### src/rtl/anchor_majority_pkg.sv
package anchor_majority_pkg;

  localparam int unsigned DEF_DATA_W  = 8;
  localparam int unsigned DEF_CNT_W   = 16;
  localparam int unsigned DEF_ENTRIES = 4;

  // Saturating increment; the caller widens and narrows to its own width.
  function automatic logic [63:0] sat_inc(input logic [63:0] cur, input logic [63:0] ceil);
    return (cur >= ceil) ? ceil : cur + 64'd1;
  endfunction

  // A verdict of "mismatch" is any held winner other than all zeros.
  function automatic logic is_mismatch(input logic have, input logic [63:0] value);
    return have && (value != 64'd0);
  endfunction

endpackage

### src/rtl/anchor_cand_table.sv
module anchor_cand_table #(
  parameter int unsigned DATA_W  = anchor_majority_pkg::DEF_DATA_W,
  parameter int unsigned CNT_W   = anchor_majority_pkg::DEF_CNT_W,
  parameter int unsigned ENTRIES = anchor_majority_pkg::DEF_ENTRIES
) (
  input  logic                            clk,
  input  logic                            rst_n,
  input  logic                            clr,
  input  logic                            smp,
  input  logic [DATA_W-1:0]               smp_byte,
  output logic [ENTRIES-1:0][DATA_W-1:0]  ent_val,
  output logic [ENTRIES-1:0][CNT_W-1:0]   ent_cnt,
  output logic [ENTRIES-1:0]              ent_vld,
  output logic [ENTRIES-1:0]              hit_vec,
  output logic                            hit_any
);
  localparam int unsigned FILL_W = $clog2(ENTRIES + 1);
  localparam int unsigned IDX_W  = (ENTRIES > 1) ? $clog2(ENTRIES) : 1;
  localparam logic [CNT_W-1:0] CNT_MAX = '1;

  // Entries are kept packed and in order of entry: index 0 is the oldest.
  logic [ENTRIES-1:0][DATA_W-1:0] val_q, val_d;
  logic [ENTRIES-1:0][CNT_W-1:0]  cnt_q, cnt_d;
  logic [FILL_W-1:0]              fill_q, fill_d;
  logic [IDX_W-1:0]               victim;
  logic                           table_full;

  assign table_full = (fill_q == FILL_W'(ENTRIES));

  genvar g;
  generate
    for (g = 0; g < ENTRIES; g++) begin : g_ent
      assign ent_vld[g] = (FILL_W'(g) < fill_q);
      assign hit_vec[g] = ent_vld[g] && (val_q[g] == smp_byte);
    end
  endgenerate

  assign hit_any = |hit_vec;
  assign ent_val = val_q;
  assign ent_cnt = cnt_q;

  // Lowest count; strict compare keeps the oldest among equals.
  always_comb begin
    victim = '0;
    for (int i = 1; i < ENTRIES; i++) begin
      if (cnt_q[i] < cnt_q[victim]) victim = IDX_W'(i);
    end
  end

  always_comb begin
    val_d  = val_q;
    cnt_d  = cnt_q;
    fill_d = fill_q;
    if (clr) begin
      val_d  = '0;
      cnt_d  = '0;
      fill_d = '0;
    end else if (smp) begin
      if (hit_any) begin
        for (int i = 0; i < ENTRIES; i++) begin
          if (hit_vec[i])
            cnt_d[i] = CNT_W'(anchor_majority_pkg::sat_inc(64'(cnt_q[i]), 64'(CNT_MAX)));
        end
      end else if (!table_full) begin
        for (int i = 0; i < ENTRIES; i++) begin
          if (FILL_W'(i) == fill_q) begin
            val_d[i] = smp_byte;
            cnt_d[i] = CNT_W'(1);
          end
        end
        fill_d = fill_q + FILL_W'(1);
      end else begin
        for (int i = 0; i < ENTRIES - 1; i++) begin
          if (IDX_W'(i) >= victim) begin
            val_d[i] = val_q[i+1];
            cnt_d[i] = cnt_q[i+1];
          end
        end
        val_d[ENTRIES-1] = smp_byte;
        cnt_d[ENTRIES-1] = CNT_W'(1);
      end
    end
  end

  always_ff @(posedge clk or negedge rst_n) begin
    if (!rst_n) begin
      val_q  <= '0;
      cnt_q  <= '0;
      fill_q <= '0;
    end else begin
      val_q  <= val_d;
      cnt_q  <= cnt_d;
      fill_q <= fill_d;
    end
  end

  // an edge with nothing taken and no clear leaves the table alone
  assert_table_quiet_R2: assert property (@(posedge clk) disable iff (!rst_n)
    (!smp && !clr) |=> ($stable(fill_q) && $stable(cnt_q) && $stable(val_q)));

  // a miss with room grows the table by one entry
  assert_new_entry_R5: assert property (@(posedge clk) disable iff (!rst_n)
    (smp && !clr && !hit_any && !table_full) |=> (fill_q == $past(fill_q) + FILL_W'(1)));

  generate
    for (g = 0; g < ENTRIES; g++) begin : g_chk
      // a hit below the ceiling steps that entry by exactly one
      assert_count_step_R3: assert property (@(posedge clk) disable iff (!rst_n)
        (smp && !clr && hit_vec[g] && cnt_q[g] != CNT_MAX) |=>
          (cnt_q[g] == $past(cnt_q[g]) + CNT_W'(1)));
      // a hit at the ceiling stays at the ceiling
      assert_no_overflow_R4: assert property (@(posedge clk) disable iff (!rst_n)
        (smp && !clr && hit_vec[g] && cnt_q[g] == CNT_MAX) |=> (cnt_q[g] == CNT_MAX));
    end
  endgenerate

endmodule

### src/rtl/anchor_best_pick.sv
module anchor_best_pick #(
  parameter int unsigned DATA_W  = anchor_majority_pkg::DEF_DATA_W,
  parameter int unsigned CNT_W   = anchor_majority_pkg::DEF_CNT_W,
  parameter int unsigned ENTRIES = anchor_majority_pkg::DEF_ENTRIES
) (
  input  logic                            clk,
  input  logic                            rst_n,
  input  logic [ENTRIES-1:0][DATA_W-1:0]  ent_val,
  input  logic [ENTRIES-1:0][CNT_W-1:0]   ent_cnt,
  input  logic [ENTRIES-1:0]              ent_vld,
  output logic [DATA_W-1:0]               best_val,
  output logic [CNT_W-1:0]                best_cnt,
  output logic                            best_vld
);
  // Walk from oldest to newest; strict greater keeps the earlier entry on ties.
  always_comb begin
    best_val = '0;
    best_cnt = '0;
    for (int i = 0; i < ENTRIES; i++) begin
      if (ent_vld[i] && ent_cnt[i] > best_cnt) begin
        best_val = ent_val[i];
        best_cnt = ent_cnt[i];
      end
    end
  end

  assign best_vld = |ent_vld;

  genvar g;
  generate
    for (g = 0; g < ENTRIES; g++) begin : g_dom
      // no held entry outranks the reported winner
      assert_best_dominates_R7: assert property (@(posedge clk) disable iff (!rst_n)
        ent_vld[g] |-> (ent_cnt[g] <= best_cnt));
    end
  endgenerate

endmodule

### src/rtl/anchor_majority_top.sv
module anchor_majority_top #(
  parameter int unsigned DATA_W  = anchor_majority_pkg::DEF_DATA_W,
  parameter int unsigned CNT_W   = anchor_majority_pkg::DEF_CNT_W,
  parameter int unsigned ENTRIES = anchor_majority_pkg::DEF_ENTRIES
) (
  input  logic              clk,
  input  logic              rst_n,
  input  logic              lock,
  input  logic              start,
  input  logic              anchor_vld,
  input  logic [DATA_W-1:0] anchor_byte,
  output logic [DATA_W-1:0] best_value,
  output logic [CNT_W-1:0]  best_count,
  output logic              best_valid,
  output logic              mismatch
);
  logic                           tally_clr;
  logic                           tally_take;
  logic [ENTRIES-1:0][DATA_W-1:0] ent_val;
  logic [ENTRIES-1:0][CNT_W-1:0]  ent_cnt;
  logic [ENTRIES-1:0]             ent_vld;
  logic [ENTRIES-1:0]             hit_vec;
  logic                           hit_any;

  assign tally_clr  = !lock || start;
  assign tally_take = anchor_vld && lock && !start;

  anchor_cand_table #(.DATA_W(DATA_W), .CNT_W(CNT_W), .ENTRIES(ENTRIES)) i_table (
    .clk(clk), .rst_n(rst_n), .clr(tally_clr), .smp(tally_take), .smp_byte(anchor_byte),
    .ent_val(ent_val), .ent_cnt(ent_cnt), .ent_vld(ent_vld),
    .hit_vec(hit_vec), .hit_any(hit_any));

  anchor_best_pick #(.DATA_W(DATA_W), .CNT_W(CNT_W), .ENTRIES(ENTRIES)) i_pick (
    .clk(clk), .rst_n(rst_n), .ent_val(ent_val), .ent_cnt(ent_cnt), .ent_vld(ent_vld),
    .best_val(best_value), .best_cnt(best_count), .best_vld(best_valid));

  assign mismatch = anchor_majority_pkg::is_mismatch(best_valid, 64'(best_value));

  // any clear edge leaves an empty table behind it
  assert_clear_empties_R9: assert property (@(posedge clk) disable iff (!rst_n)
    tally_clr |=> (!best_valid && best_count == '0));

  // an all-zero winner is never flagged
  assert_zero_no_flag_R8: assert property (@(posedge clk) disable iff (!rst_n)
    (best_valid && best_value == '0) |-> !mismatch);

endmodule

### config.mk
export PLATFORM = sky130hd
export DESIGN_NAME = anchor_majority_top
export DESIGN_NICKNAME = d
export VERILOG_FILES = /design/src/rtl/anchor_majority_pkg.sv /design/src/rtl/anchor_cand_table.sv /design/src/rtl/anchor_best_pick.sv /design/src/rtl/anchor_majority_top.sv
export SDC_FILE = /design/constraint.sdc
export NUM_CORES = 1
export LEC_CHECK = 0
export ABC_CLOCK_PERIOD_IN_PS = 29500
export CORE_UTILIZATION = 44
export DETAILED_ROUTE_END_ITERATION = 6
export MAX_ROUTING_LAYER = met4
export PLACE_DENSITY = 0.58
export SLEW_MARGIN = 30
export SYNTH_ARGS = -nofsm -noshare
export SYNTH_HDL_FRONTEND = slang
export SYNTH_SLANG_ARGS = --single-unit
### constraint.sdc
create_clock -name clk -period 29.5 [get_ports clk]
set_input_delay 7.375 -clock clk [delete_from_list [all_inputs] [get_ports clk]]
set_output_delay 7.375 -clock clk [all_outputs]
set_load 0.02 [all_outputs]
==> key figures, run 1 <==
Power
  – Maximum vdd drop: approximately 0.032 mV
  – Power Dens Cells: 31.80 mW/mm^2
  – Leakage power of the design: 0.004534 uW

Finish
  – Filler Cell Count: 2210
  – Area occupied by registers: 0.002477 mm^2
  – Finished layout cell area: 0.01080 mm^2
  – Layout overhead on the synthesized area: 8.406%
  – Total Nets Final: 1395
  – Share of final-layout standard cells stronger than drive strength 1: 7.304%
  – Multi-input gate area in the final layout: between 0.006 and 0.007 mm^2
  – Post-Route Utilization: 49.01%

STA
  – Relative slew slack: 40.70%
  – Slew @ Worst Pin: 884.2 ps
  – Post-route setup slack: 11890 ps
  – Hold violation count in the final report: 0
  – Unrepaired setup endpoints after global routing: no
  – Total negative setup slack: 0 ps
  – Crit share post-route: 59.68%
  – Crit path time final: ~18000 ps
  – Worst clock skew on the final layout: 17.88 ps
  – Final setup violation count: 0
  – Maximum frequency from static timing analysis: 0.05680 GHz
  – Final Max Tran Viols: 0

Global route
  – Largest net degree at the start of global routing: 65
  – Met1 Usage GRT: around 45%
  – Total global-route track usage: 30.46%
  – Top Usage Layer GRT: met1
  – Final global-route overflow total: 0
  – Number of antenna violations at the first check in global routing: 0
  – Via count of the first global-routing pass: ~9100
  – Met2 global-route usage: a little over two fifths
  – Global-route track usage on met3: 4.039%
  – Global-route wire length before repair: 53.52 mm

Run status
  – Result of the run: finished clean

Critical path
  – Critical path endpoint category: output pin
  – Library cell appearing most often on the critical path: or3_1
  – Worst path top cell family by delay: simple AND/OR/NAND/NOR gates
  – Type of the worst setup path: flip-flop to output pin
  – Critical Path Start Type: flip-flop
  – Data required time of the critical path: between 20000 and 25000 ps
  – Slowest-stage cell, CP: dfrtp_1
  – Worst stage delay on the critical path: approximately 620 ps
  – Worst endpoint data arrival time: between 10000 and 15000 ps
  – Number of buffer and inverter stages on the critical path: 4
  – Crit path max fanout: around 40

Placed design
  – Pre-CTS setup slack: approximately 12000 ps
  – Number of buffer cells added on primary ports: 38
  – Dpl cell area: 0.01049 mm^2
  – DP Wirelength: 24.83 mm
  – Final weighted congestion in routability-driven placement: ~0.99

Clock network
  – Clock-pin slew on the worst setup and hold paths: roughly 80 ps
  – Clock tree from TritonCTS: built
  – Count of instances resized after the clock tree is built: 0
  – H-tree level count: 3
  – Clk Tree Root Cell: clkbuf_16
  – Number of setup buffers added after CTS: 0
  – Clock network latency to the later pin of the worst-skew pair: 370 ps
  – Hold buffer count at CTS: 0
  – Number of buffers between clock root and the deepest sink: 2
  – Number of buffers inserted during clock tree synthesis: 9
  – Number of clock sinks: 99

Yosys
  – Cell accounting for the most synthesized area: dfrtp_1
  – Number of synthesis warnings: 0
  – Leading register cell type out of synthesis: dfrtp_1
  – Post-synthesis net count: 1420
  – Syn avg cell area: 7.619 um^2
  – Async SR Flop Fraction: 100.0%
  – Area share of the leading cell type in the synthesized netlist: around a quarter
  – Leading post-synthesis cells by cell area: dfrtp_1 (25%), ha_1 (13%), a21oi_1 (8.2%)
  – Number of register bits inferred by synthesis: 99
  – Number of standard cells after synthesis: 1307
  – Netlist area before placement: 0.009958 mm^2
  – Register area share after synthesis: 24.88%
  – Count of distinct cell types in the synthesized netlist: 74
  – Post-synth EDFFs: 0

Floorplanning
  – Effective utilization at floorplan: 45.21%
  – Count of standard-cell rows: 54
  – Height of the die: 152.4 um
  – Placeable core area: 0.02203 mm^2
  – Die area: 0.02324 mm^2
  – Number of top-level design ports: 39
  – Width of the chip: 152.4 um

Flow run
  – Max-capacitance violation count: 0

Route
  – Vias per std cell: 6.240
  – Remaining antenna violation count: 0
  – Wire length per cell after detailed routing: between 20 and 25 um
  – Remaining DRCs: 0
  – First-pass iteration count of the detailed router: 7
  – Iteration-0 DRC Markers: 954
  – Via count: 9784
  – Wire length after detailed routing: 33.85 mm

Hold path
  – Tightest Hold Check Type: flip-flop to flip-flop
-- metrics by stage --
step | instances | total power, uW | hold slack [ps]
after floorplan | 1307 | 196.7 | 511.3
after global placement | 1550 | 221.1 | 538.5
after detailed placement | 1551 | 221.9 | 548.5
after CTS | 1567 | 345.5 | 559.4
after global routing | 1567 | 357.1 | 579.1
final | 1568 | 343.3 | 556.4
-- logic make-up after synthesis --
kind of cell             synth area share, %
AO/OA/AOI/OAI                          26.57
XOR/XNOR                               3.430
adder cells (fa/ha/maj)                12.56
buffers and inverters                  6.320
flip-flops                             24.88
multiplexers                           5.641
AND/OR/NAND/NOR                        20.59
-- cells in the mapped netlist, drive strengths merged, types with 9 or more instances --
master / instances
a211oi: 16
a21o: 11
a21oi: 164
a31oi: 20
and2: 9
and3: 23
buf: 22
clkbuf: 68
dfrtp: 99
ha: 100
inv: 63
mux2: 33
mux2i: 19
nand2: 198
nand3: 47
nand4: 26
nor2: 77
nor2b: 11
nor3: 18
o211ai: 11
o21a: 11
o21ai: 96
o31ai: 9
xnor2: 33
-- per-layer routing --
metal / vias to the layer above / wire, um
met5: - / 0
met4: 0 / 892
met3: 57 / 2125
met2: 345 / 14080
met1: 4685 / 16750
li1: 4697 / -
-- tightest hold or removal path, cell delays in order, from the launching register on --
cell,delay (ps)
dfrtp_1,410
inv_1,60
o2bb2ai_1,50
-- sequential cells by signal, summed over array words and instances (netlist names) --
| register | flops |
|---|---|
| i_table.ent_cnt | 64 |
| i_table.ent_val | 32 |
| i_table.fill_q | 3 |
-- final timing paths --
| check | cells past startpoint | endpoint | slack, ps | from |
|---|---|---|---|---|
| max | 33 | mismatch | 11890 | i_table.fill_q[2] |
| min | 2 | i_table.ent_val[3] | 560 | i_table.ent_val[3] |
| max reg2reg | 27 | i_table.ent_cnt[21] | 21110 | i_table.ent_cnt[15] |
| min reg2reg | 2 | i_table.ent_val[3] | 560 | i_table.ent_val[3] |
| max in group asynchronous | 2 | i_table.ent_cnt[37] | 21480 | rst_n |
| min in group asynchronous | 1 | i_table.ent_cnt[12] | 6970 | rst_n |
-- layout by cell type, fill, tap and decap left out, types with 15 or more instances in the layout --
master           synthesis  routed
ha_1                   100     100
nor3_1                  17      17
mux2_2                  33      33
a211oi_1                16      16
dfrtp_1                 99      99
and3_1                  23      23
nand2_1                198     198
nand3_1                 47      47
mux2i_1                 19      19
clkdlybuf4s50_1          0      37
a31oi_1                 19      19
xnor2_1                 33      33
a21oi_1                163     160
o21ai_0                 93      92
buf_4                    0      15
inv_1                   63      63
nor2_1                  77      75
nand4_1                 26      26
-- where the power goes --
part | switching, uW | leakage [uW] | internal (uW) | total, uW
Combinational | 44.4 | 0.00303 | 28.5 | 72.9
Sequential | 8.09 | 0.00136 | 139 | 148
Clock | 63.6 | 0.000143 | 59.2 | 123
-- cell type report --
class,count,area share [%]
tap,280,3.245
inverter,63,2.191
multi-input combinational,1055,64.12
antenna,1,0.02318
clock inverter,7,0.5563
clock buffer,9,2.086
timing repair buffer,54,4.833
sequential,99,22.95
No activity file was read; power rests on OpenSTA's default activity.
==> inputs of run 2 (changes only) <==
--- a/config.mk
+++ b/config.mk
@@ -5,11 +5,11 @@
 export SDC_FILE = /design/constraint.sdc
 export NUM_CORES = 1
 export LEC_CHECK = 0
-export ABC_CLOCK_PERIOD_IN_PS = 29500
+export ABC_CLOCK_PERIOD_IN_PS = 14800
 export CORE_UTILIZATION = 44
 export DETAILED_ROUTE_END_ITERATION = 6
 export MAX_ROUTING_LAYER = met4
-export PLACE_DENSITY = 0.58
+export PLACE_DENSITY = 0.6
 export SLEW_MARGIN = 30
 export SYNTH_ARGS = -nofsm -noshare
 export SYNTH_HDL_FRONTEND = slang
==> constraint.sdc (replaced) <==
create_clock -name clk -period 14.8 [get_ports clk]
set_input_delay 3.7 -clock clk [delete_from_list [all_inputs] [get_ports clk]]
set_output_delay 3.7 -clock clk [all_outputs]
set_load 0.02 [all_outputs]
==> key figures, run 2 (synthesis gave the netlist of run 1 again) <==
Finish
  – Number of diodes added for antenna fixing: 0
  – Register with the most flip-flops: i_table.ent_cnt
  – Most frequent standard cell in the layout excluding fill and tap cells: nand2_1
  – Share of final-layout standard cells stronger than drive strength 1: ~7.2%
  – Filler Cell Count: 2219
  – Leading cell types in the layout, fill and taps excluded: nand2_1 (198), a21oi_1 (160), ha_1 (100)
  – Layout overhead on the synthesized area: 8.406%
  – Total Nets Final: 1393
  – Max reg flops: 64
  – Final Instance Count excl. Fillers: between 1500 and 2000

Power
  – Maximum vdd drop: 0.05864 mV
  – Leakage power of the design: 0.004535 uW
  – Post-route total power: between 700 and 800 uW
  – Power Dens Cells: 64.91 mW/mm^2

Clock network
  – Hold buffer count at CTS: 0
  – Clock-pin slew on the worst setup and hold paths: 80 ps
  – Count of instances resized after the clock tree is built: 0
  – Number of buffers between clock root and the deepest sink: 2
  – Number of clock sinks: 99
  – Clock tree from TritonCTS: built
  – H-tree level count: 3
  – Number of buffers inserted during clock tree synthesis: 9
  – Clk Tree Root Cell: clkbuf_16
  – Clock network latency to the later pin of the worst-skew pair: 380 ps
  – Number of setup buffers added after CTS: 0

STA
  – Relative slew slack: 39.10%
  – Crit path time final: 13820 ps
  – Slew @ Worst Pin: ~910 ps
  – Maximum frequency from static timing analysis: between 0.07 and 0.08 GHz
  – Final Max Tran Viols: 0
  – Total negative setup slack: 0 ps
  – Final setup violation count: 0
  – Unrepaired setup endpoints after global routing: no
  – Crit share post-route: 93.35%
  – Hold violation count in the final report: 0
  – Post-route setup slack: just under 1000 ps
  – Worst clock skew on the final layout: 16.39 ps

Route
  – Wire length per cell after detailed routing: 20.76 um
  – Wire length after detailed routing: around 32 mm
  – Vias per std cell: 6.150
  – Iteration-0 DRC Markers: 800
  – Remaining antenna violation count: 0
  – Remaining DRCs: 0
  – First-pass iteration count of the detailed router: 5
  – Via count: 9624

Floorplanning
  – Placeable core area: 0.02203 mm^2
  – Count of standard-cell rows: 54
  – Effective utilization at floorplan: between 40% and 50%
  – Die area: 0.02324 mm^2
  – Number of top-level design ports: 39
  – Height of the die: roughly 150 um
  – Width of the chip: 152.4 um

Placed design
  – Pre-CTS setup slack: 1484 ps
  – DP Wirelength: approximately 24 mm
  – Final weighted congestion in routability-driven placement: 0.9626
  – Number of buffer cells added on primary ports: 38
  – Placed Cells incl. Taps: 1549

Global route
  – Number of antenna violations at the first check in global routing: 0
  – Via count of the first global-routing pass: 9109
  – Total global-route track usage: 29.75%
  – Final global-route overflow total: 0
  – Largest net degree at the start of global routing: 56
  – Global-route wire length before repair: 52.32 mm

Critical path
  – Worst path top cell family by delay: simple AND/OR/NAND/NOR gates
  – Critical path endpoint category: output pin
  – Data required time of the critical path: 11100 ps
  – Worst stage delay on the critical path: 780 ps
  – Slowest-stage cell, CP: or2_1
  – Type of the worst setup path: flip-flop to output pin
  – Critical Path Start Type: flip-flop
  – Number of buffer and inverter stages on the critical path: 2
  – Crit path max fanout: 48
  – Worst endpoint data arrival time: just over 10000 ps

Run status
  – Result of the run: finished clean

Hold path
  – Tightest Hold Check Type: flip-flop to flip-flop

Flow run
  – Max-capacitance violation count: 0
run 2: cell types whose count changed in the layout (fill, tap and decap cells not counted), sizes merged:
cell	delta
buf	-2
bufinv	+1
diode	-1
clkinv	-1
run 2: layout make-up:
| class | count | area (um^2) | share of cell area [%] |
|---|---|---|---|
| multi-input cells | 1055 | 6930 | 64.20 |
| flip-flops and latches | 99 | 2477 | 22.95 |
| repair buffers | 52 | 483.0 | 4.474 |
| well taps | 280 | 350.3 | 3.245 |
| inverters | 63 | 236.5 | 2.191 |
| clock buffers | 9 | 225.2 | 2.086 |
| clock inverters | 7 | 92.59 | 0.8577 |
run 2: through the flow:
step | hold WS, ps | util [%] | area [um^2]
after floorplan | 511.3 | - | 9958
after global placement | 539.3 | 47.40 | 10440
after detailed placement | 551.8 | 47.53 | 10470
after CTS | 562.6 | 48.97 | 10790
after global routing | 594.8 | 49.01 | 10800
final | 561.5 | 49.01 | 10800
run 2: per-layer routing:
metal  up-vias  GRT usage (%)  share of wire [%]
met2       243          42.13                 42
met4         0          7.071                1.3
met3        29          4.835                6.1
met5         -              -                  0
li1       4702              -                  -
met1      4650          43.73                 50
run 2: power breakdown:
part           internal, uW  switching [uW]  total (uW)
Combinational          56.3            86.1         142
Clock                   136             129         265
Sequential              278            15.4         293
Total                   471             230         701
run 2: final timing paths:
check,startpoint,endpoint,slack (ps),depth (start not counted)
worst min register to register,i_table.ent_val[0],i_table.ent_val[0],560,2
worst min-delay path,i_table.ent_val[0],i_table.ent_val[0],560,2
worst max-delay path,i_table.fill_q[2],mismatch,980,32
worst max register to register,i_table.ent_cnt[15],i_table.ent_cnt[21],6580,25
min in group asynchronous,rst_n,i_table.ent_cnt[13],3340,1
max in group asynchronous,rst_n,i_table.ent_cnt[32],10250,2
run 2: tightest hold or removal path, stage by stage, from the launching register on:
cell       delay [ps]
dfrtp_1           420
inv_1              60
o2bb2ai_1          50
==> inputs of run 3 (changes only) <==
--- a/config.mk
+++ b/config.mk
@@ -6,6 +6,7 @@
 export NUM_CORES = 1
 export LEC_CHECK = 0
 export ABC_CLOCK_PERIOD_IN_PS = 14800
+export CORE_MARGIN = 2
 export CORE_UTILIZATION = 44
 export DETAILED_ROUTE_END_ITERATION = 6
 export MAX_ROUTING_LAYER = met4
==> key figures, run 3 (synthesis gave the netlist of run 1 again) <==
Run status
  – Result of the run: finished clean

Clock network
  – H-tree level count: 3
  – Clk Tree Root Cell: clkbuf_16
  – Clock network latency to the later pin of the worst-skew pair: 380 ps
  – Clock-pin slew on the worst setup and hold paths: 80 ps
  – Number of buffers inserted during clock tree synthesis: 9
  – Number of buffers between clock root and the deepest sink: 2
  – Count of instances resized after the clock tree is built: 0
  – Clock tree from TritonCTS: built
  – Number of clock sinks: 99
  – Hold buffer count at CTS: 0
  – Number of setup buffers added after CTS: 0

Flow run
  – Max-capacitance violation count: 0

Power
  – Power Dens Cells: 63.96 mW/mm^2
  – Leakage power of the design: about 0.0045 uW
  – Maximum vdd drop: about 0.045 mV

Critical path
  – Type of the worst setup path: flip-flop to output pin
  – Critical Path Start Type: flip-flop
  – Data required time of the critical path: 11100 ps
  – Critical path endpoint category: output pin
  – Library cell appearing most often on the critical path: or3_1
  – Crit path max fanout: 31
  – Worst stage delay on the critical path: around 730 ps
  – Reg-to-reg setup timing slack: roughly 7000 ps
  – Worst endpoint data arrival time: just over 10000 ps
  – Slowest-stage cell, CP: or2_1

Floorplanning
  – Height of the die: roughly 150 um
  – Placeable core area: 0.02243 mm^2
  – Die area: between 0.02 and 0.025 mm^2
  – Number of top-level design ports: 39
  – Width of the chip: 154.4 um
  – Count of standard-cell rows: 55
  – Effective utilization at floorplan: 44.39%

Global route
  – Met1 Usage GRT: a little over two fifths
  – Global-route wire length before repair: 51.55 mm
  – Top Usage Layer GRT: met1
  – Total global-route track usage: 28.28%
  – Met2 global-route usage: 40.63%
  – Global-route track usage on met3: 3.811%
  – Largest net degree at the start of global routing: 66
  – Number of antenna violations at the first check in global routing: 0
  – Final global-route overflow total: 0
  – Via count of the first global-routing pass: 9130

STA
  – Worst clock skew on the final layout: 19.36 ps
  – Crit path time final: 13810 ps
  – Total negative setup slack: 0 ps
  – Slew @ Worst Pin: 913.4 ps
  – Worst hold margin: 564.1 ps
  – Relative slew slack: 38.55%
  – Unrepaired setup endpoints after global routing: no
  – Final Max Tran Viols: 0
  – Hold violation count in the final report: 0
  – Crit share post-route: 93.29%
  – Final setup violation count: 0
  – Maximum frequency from static timing analysis: 0.07243 GHz

Finish
  – Number of diodes added for antenna fixing: 0
  – Total Nets Final: 1391
  – Post-Route Utilization: 48.12%
  – Leading cell types in the layout, fill and taps excluded: nand2_1 (198), a21oi_1 (160), ha_1 (100)
  – Most frequent standard cell in the layout excluding fill and tap cells: nand2_1
  – Max reg flops: 64
  – Register with the most flip-flops: i_table.ent_cnt
  – Share of final-layout standard cells stronger than drive strength 1: roughly 7.2%
  – Layout overhead on the synthesized area: 8.406%

Placed design
  – DP Wirelength: roughly 24 mm
  – Final weighted congestion in routability-driven placement: 0.9373
  – Number of buffer cells added on primary ports: 38

Route
  – Remaining DRCs: 0
  – Via count: 9706
  – Remaining antenna violation count: 0
  – First-pass iteration count of the detailed router: 5
  – Wire length after detailed routing: 32.15 mm
  – Vias per std cell: 6.190
  – Wire length per cell after detailed routing: 20.51 um
  – Iteration-0 DRC Markers: 876

Hold path
  – Tightest Hold Check Type: flip-flop to flip-flop
[run 3: changes by cell type in the layout (fill, tap and decap cells not counted), sizes merged]
cell,change
buf,-2
bufinv,-1
clkinv,-1
inv,+2
[run 3: stage by stage]
| step | cell area (um^2) | setup slack [ps] | power (uW) | instances |
|---|---|---|---|---|
| global route | 10800 | 294.0 | 720.9 | 1568 |
| CTS | 10780 | 1062 | 693.4 | 1568 |
| finish | 10800 | 992.7 | 690.5 | 1568 |
| global placement | 10430 | 1398 | 436.5 | 1551 |
| detailed placement | 10480 | 1495 | 438.2 | 1552 |
| floorplan | 9958 | 2576 | 392.0 | 1307 |
[run 3: where the power goes]
part	internal [uW]	leakage [uW]	total, uW	switching [uW]
Clock	121	0.000150	255	134
Combinational	56.6	0.00302	142	85.8
Sequential	278	0.00136	293	14.9
[run 3: path summary, 6_finish.rpt]
path                                     startpoint             endpoint  cells after the start
worst min register to register   i_table.ent_val[1]   i_table.ent_val[1]                      2
worst max register to register  i_table.ent_cnt[15]  i_table.ent_cnt[21]                     26
max in group asynchronous                     rst_n  i_table.ent_cnt[53]                      2
min in group asynchronous                     rst_n   i_table.ent_cnt[6]                      1
worst max-delay path              i_table.fill_q[2]             mismatch                     32
worst min-delay path             i_table.ent_val[1]   i_table.ent_val[1]                      2
[run 3: metal layers]
| layer | wire, um | part of all wire, % | vias up |
|---|---|---|---|
| li1 | - | - | 4697 |
| met1 | 15780 | 49 | 4639 |
| met2 | 13640 | 42 | 335 |
| met3 | 2168 | 6.7 | 35 |
| met4 | 571 | 1.8 | 0 |
| met5 | 0 | 0 | - |
[run 3: critical path, delay by kind of cell, from the launching register on]
family	cells	cell delay, ps
DFF	1	600
adders and majority gates	3	1010
and+or+nand+nor	15	4400
buffers and inverters	2	790
AOI/OAI and AO/OA	12	2900
[run 3: area by class of cell]
type | instances | area, um^2
clock buffers | 9 | 225.2
clock inverters | 7 | 76.32
fillers | 2250 | 11640
inverters | 63 | 236.5
multi-input cells | 1055 | 6935
flip-flops and latches | 99 | 2477
well taps | 285 | 356.6
repair buffers | 50 | 488.0
